===== src/rtl/ifc_ctrl_pkg.sv =====
package ifc_ctrl_pkg;
  localparam int ADDR_W     = 6;
  localparam int DATA_W     = 8;
  localparam int BASE_ADDR  = 7;

  // field positions
  localparam int B_PROT_DIS = 7;
  localparam int B_PASS     = 6;
  localparam int B_INVERT   = 5;
  localparam int B_RSVD     = 4;
  localparam int B_CLK_ON   = 3;
  localparam int MODE_LSB   = 0;
  localparam int MODE_N     = 3;

  // mode index within the mode field
  localparam int M_SER6     = 0;
  localparam int M_SER3     = 1;
  localparam int M_CARKIT   = 2;

  localparam logic [DATA_W-1:0] RSVD_MASK = ~(DATA_W'(1) << B_RSVD);

  typedef enum logic [1:0] {
    OP_NONE = 2'd0,
    OP_LOAD = 2'd1,
    OP_SET  = 2'd2,
    OP_CLR  = 2'd3
  } wr_op_e;
endpackage


===== src/rtl/ifc_ctrl_regfile.sv =====
module ifc_ctrl_regfile
  import ifc_ctrl_pkg::*;
#(
  parameter int AW = ADDR_W,
  parameter int DW = DATA_W,
  parameter int BASE = BASE_ADDR,
  parameter logic [DW-1:0] KEEP_MASK = RSVD_MASK
) (
  input  logic          clk,
  input  logic          rst_n,
  input  logic [AW-1:0] addr,
  input  logic [DW-1:0] wdata,
  input  logic          we,
  output logic [DW-1:0] value,
  output logic          rd_hit
);
  localparam logic [AW-1:0] A_LOAD = AW'(BASE);
  localparam logic [AW-1:0] A_SET  = AW'(BASE + 1);
  localparam logic [AW-1:0] A_CLR  = AW'(BASE + 2);

  wr_op_e        op;
  logic [DW-1:0] nxt;
  logic [DW-1:0] q;

  always_comb begin
    unique case (addr)
      A_LOAD:  op = OP_LOAD;
      A_SET:   op = OP_SET;
      A_CLR:   op = OP_CLR;
      default: op = OP_NONE;
    endcase
  end

  assign rd_hit = (op != OP_NONE);

  always_comb begin
    nxt = q;
    if (we) begin
      case (op)
        OP_LOAD: nxt = wdata;
        OP_SET:  nxt = q | wdata;
        OP_CLR:  nxt = q & ~wdata;
        default: nxt = q;
      endcase
    end
    nxt = nxt & KEEP_MASK;
  end

  always_ff @(posedge clk or negedge rst_n) begin
    if (!rst_n) q <= '0;
    else        q <= nxt;
  end

  assign value = q;
endmodule


===== src/rtl/ifc_mode_decode.sv =====
module ifc_mode_decode #(
  parameter int N = 3
) (
  input  logic [N-1:0] mode_bits,
  output logic [N-1:0] mode_en,
  output logic         conflict
);
  localparam int CW = $clog2(N + 1);

  logic [CW-1:0] cnt;

  always_comb begin
    cnt = '0;
    for (int i = 0; i < N; i++) cnt = cnt + CW'(mode_bits[i]);
  end

  assign conflict = (cnt > CW'(1));

  for (genvar g = 0; g < N; g++) begin : g_en
    assign mode_en[g] = mode_bits[g] & ~conflict;
  end
endmodule


===== src/rtl/ifc_fault_ind.sv =====
module ifc_fault_ind (
  input  logic fault_in,
  input  logic vbus_valid,
  input  logic invert,
  input  logic pass_thru,
  output logic ind
);
  logic compl_sig;
  assign compl_sig = fault_in ^ invert;
  assign ind = pass_thru ? compl_sig : (compl_sig & vbus_valid);
endmodule


===== src/rtl/ifc_clk_ctl.sv =====
module ifc_clk_ctl (
  input  logic suspend_n,
  input  logic serial_on,
  input  logic clk_on_bit,
  output logic clk_powered
);
  assign clk_powered = suspend_n & (serial_on ? clk_on_bit : 1'b1);
endmodule


===== src/rtl/ulpi_ifc_ctrl.sv =====
module ulpi_ifc_ctrl
  import ifc_ctrl_pkg::*;
(
  input  logic              clk,
  input  logic              rst_n,
  input  logic [ADDR_W-1:0] reg_addr,
  input  logic [DATA_W-1:0] reg_wdata,
  input  logic              reg_we,
  output logic [DATA_W-1:0] reg_rdata,
  input  logic              fault_in,
  input  logic              vbus_valid,
  input  logic              suspend_n,
  output logic              prot_dis,
  output logic              carkit_en,
  output logic              serial3_en,
  output logic              serial6_en,
  output logic              mode_conflict,
  output logic              clk_powered,
  output logic              vbus_ind
);
  logic [DATA_W-1:0] ctrl_q;
  logic              rd_hit;
  logic [MODE_N-1:0] mode_en;

  ifc_ctrl_regfile #(
    .AW(ADDR_W), .DW(DATA_W), .BASE(BASE_ADDR), .KEEP_MASK(RSVD_MASK)
  ) u_regs (
    .clk(clk), .rst_n(rst_n), .addr(reg_addr), .wdata(reg_wdata),
    .we(reg_we), .value(ctrl_q), .rd_hit(rd_hit)
  );

  assign reg_rdata = rd_hit ? ctrl_q : '0;

  ifc_mode_decode #(.N(MODE_N)) u_modes (
    .mode_bits(ctrl_q[MODE_LSB +: MODE_N]),
    .mode_en(mode_en),
    .conflict(mode_conflict)
  );

  assign carkit_en  = mode_en[M_CARKIT];
  assign serial3_en = mode_en[M_SER3];
  assign serial6_en = mode_en[M_SER6];
  assign prot_dis   = ctrl_q[B_PROT_DIS];

  ifc_fault_ind u_ind (
    .fault_in(fault_in), .vbus_valid(vbus_valid),
    .invert(ctrl_q[B_INVERT]), .pass_thru(ctrl_q[B_PASS]),
    .ind(vbus_ind)
  );

  ifc_clk_ctl u_clk (
    .suspend_n(suspend_n),
    .serial_on(mode_en[M_SER3] | mode_en[M_SER6]),
    .clk_on_bit(ctrl_q[B_CLK_ON]),
    .clk_powered(clk_powered)
  );
endmodule


===== config.mk =====
export PLATFORM = sky130hd
export DESIGN_NAME = ulpi_ifc_ctrl
export DESIGN_NICKNAME = d
export VERILOG_FILES = /design/src/rtl/ifc_ctrl_pkg.sv /design/src/rtl/ifc_ctrl_regfile.sv /design/src/rtl/ifc_mode_decode.sv /design/src/rtl/ifc_fault_ind.sv /design/src/rtl/ifc_clk_ctl.sv /design/src/rtl/ulpi_ifc_ctrl.sv
export SDC_FILE = /design/constraint.sdc
export NUM_CORES = 1
export LEC_CHECK = 0
export BUFFER_PORTS_ARGS = -buffer_cell sky130_fd_sc_hd__buf_2
export CAP_MARGIN = 10
export CORE_MARGIN = 3
export CORE_UTILIZATION = 25
export CTS_BUF_LIST = sky130_fd_sc_hd__clkbuf_8 sky130_fd_sc_hd__clkbuf_16
export CTS_CLUSTER_SIZE = 16
export DETAILED_ROUTE_END_ITERATION = 8
export GPL_TIMING_DRIVEN = 0
export PLACE_DENSITY_LB_ADDON = 0.05
export SYNTH_ARGS = -nofsm -noshare
export SYNTH_HDL_FRONTEND = slang
export SYNTH_HIERARCHICAL = 1
export SYNTH_SLANG_ARGS = --single-unit
export TNS_END_PERCENT = 1

===== constraint.sdc =====
create_clock -name clk -period 1.3 [get_ports clk]
set_input_delay 0.13 -clock clk [delete_from_list [all_inputs] [get_ports clk]]
set_output_delay 0.13 -clock clk [all_outputs]
set_load 0.02 [all_outputs]

==> flow_summary.ini <==
[worst_setup_path]
worst-setup-path-type = flip-flop to output port
cp-start-kind = flip-flop
arrival_ns = 1.59
crit_required_ns = 1.17
r2r_cells = 3
crit_path_end_kind = output port
cp_max_fo = 3

[floorplanning]
fp-row-count = 16
die_w_um = 54.3
core_area_um2 = 2080
pin_count = 35
die-area_um2 = 2950
start_util_pct = 28.0
die_height_um = 54.3

[finish]
largest_reg_flops = 7
fin_area_um2 = 932
final_common_cell = buf_2
synthToLayoutAreaGrowth_pct = 59.9
antenna_cells = 0
drive_gt1_share_pct = 46.9
fillers = 230
final_cell_mix = buf_2 (27), inv_1 (17), and2_1 (9)
fin_cells = 140
final_nets = 135
finish.utilization_pct = 44.8

[route]
viasPerCell = 4.43
wirelength_um = 1580
vias = 620
drt-initial-drc-count = 16
first_pass_iters = 4
final_antenna_net_count = 0
drc = 0
avgRoutedWirePerCell_um = 11.3

[job]
drv_cap = 0

[clock_tree]
clock_path_buffers = 2
cts-buffers-inserted = 3
clk_pin_slew_worst_paths_ns = 0.04
htree_levels = 1
cts_num_sinks = 7
clockRootBuffer = clkbuf_8
clk_latency_ns = 0.22
tritoncts = built

[place]
port_buffers = 32
gp_congestion = 0.720
hpwl_um = 1160
dpl_cell_area_um2 = 811
dpl.cell_count = 132

[global_route]
gr-total-overflow = 0
grt_max_degree = 11
grt_pass1_wl_um = 2620
grt_pass1_vias = 578
grt_util_all_layers_pct = 12.3
grt_antenna_before_repair = 0

[pwr]
powerDensity_nw_per_um2 = 693
ir_drop_uv = 523
p_sw_share_pct = 24.4
p_seq_share_pct = 35.3
clkPwrFrac_pct = 45.6
combPwrFrac_pct = 19.1
p_leak_nw = 0.464
p_int_mw = 0.488
switchingPower_mw = 0.158
finalPower_mw = 0.646

[synth]
syn_avg_cell_area_um2 = 7.99
syn-num-nets = 94
yosysTopAreaCell = dfrtp_1
syn_area_um2 = 583
yosysWarnings = 6
ys_seq_area_share_pct = 30.0
synth.top_cell.area_share_pct = 30.0
synth_cells = 73
synthDistinctLibCells = 23
ys_top_cells_by_area = dfrtp_1 (30%), and2_1 (11%), a221oi_1 (11%), inv_1 (10%), nor3_1 (6.9%)
ys_ff_latch = 7

[timing]
worst_slack_ns = -0.421
worst_clock_skew_ns = 0
period_share_pct = 132
hold_viol_final = 0
setup_viol = 12
finalWorstPathRequiredPeriod_ns = 1.72
clock.fmax_mhz = 581
tns_ns = -1.32
final_max_slew_viol_count = 0
rsz0062_at_grt = true

[min_path]
min_path_cells = 3
min_path_type = input pin to flip-flop

[run_status]
violations = setup timing
status = finished, violations left
[layout make-up]
| cell class | instances | area (um2) | share of cell area (%) |
|---|---|---|---|
| sequential | 7 | 178 | 19.1 |
| multi-input combinational | 47 | 388 | 41.6 |
| clock buffer | 3 | 41.3 | 4.43 |
| buffer | 3 | 15.0 | 1.61 |
| inverter | 16 | 60.1 | 6.44 |
| timing repair buffer | 36 | 213 | 22.8 |
| tap | 27 | 33.8 | 3.62 |
| clock inverter | 1 | 3.75 | 0.403 |
[per-layer routing]
metal  track usage, %  routed length (um)  vias up
met5                0                   0        -
met4             1.24                   0        0
met3             4.90                 119        0
met2             17.7                 714       21
met1             17.6                 747      267
li1                 -                   -      332
[metrics by stage]
stage               hold slack, ns  setup slack (ns)
detailed placement         -0.0209            -0.497
floorplan                   -0.166            -0.199
CTS                          0.176            -0.433
global route                 0.190            -0.486
global placement           -0.0251            -0.539
finish                       0.175            -0.421
[power groups by stage]
stage / Sequential, mW / Combinational (mW) / Clock, mW
global placement: 0.232 / 0.106 / 0
floorplan: 0.231 / 0.0572 / 0
detailed placement: 0.232 / 0.107 / 0
CTS: 0.228 / 0.125 / 0.300
global route: 0.229 / 0.137 / 0.327
finish: 0.228 / 0.123 / 0.295
[synth_stat cells]
cell       count
a21boi_1       1
a21oi_1        1
a21oi_2        1
a221oi_1       7
and2_1        10
and4b_1        1
buf_4          1
clkbuf_1       2
conb_1         1
dfrtp_1        7
ha_1           1
inv_1         16
nand4b_1       1
nand4bb_1      1
nor2_1         1
nor3_1         8
nor3b_1        1
nor3b_2        1
o21ai_0        7
o21bai_4       1
o22ai_1        1
or2_1          1
or3b_4         1
[timing repair]
action,in CTS,in global routing
endpoints found under the hold margin,7,0
hold buffers,1,0
endpoints found under the setup margin,12,12
resized for setup,14,0
buffers inserted,3,0
pin swaps,6,0
[kinds of logic (layout without fill, tap and decap cells)]
family	after synthesis	count (layout)	share of synthesized area, %
AOI/OAI and AO/OA	19	19	24.5
other	1	1	0.643
buffers and inverters	19	59	12.9
adders and majority gates	1	1	2.15
and+or+nand+nor	26	26	29.8
DFF	7	7	30.0
[critical path, cell delays in order, from the launching register on]
cell      delay, ns
dfrtp_2        0.42
ha_4           0.27
a21oi_2        0.06
and2_4         0.14
or2_4          0.23
a21boi_4       0.12
buf_6          0.13
[final timing paths]
kind                            startpoint              end  slack, ns
max reg2reg                u_regs/value[0]  u_regs/value[0]       0.33
min                           reg_wdata[7]  u_regs/value[7]       0.18
min reg2reg                u_regs/value[3]  u_regs/value[3]       0.57
max in group asynchronous            rst_n  u_regs/value[0]       0.85
min in group asynchronous            rst_n  u_regs/value[5]       0.27
max                        u_regs/value[2]      clk_powered      -0.42
No activity file was read; power rests on OpenSTA's default activity.
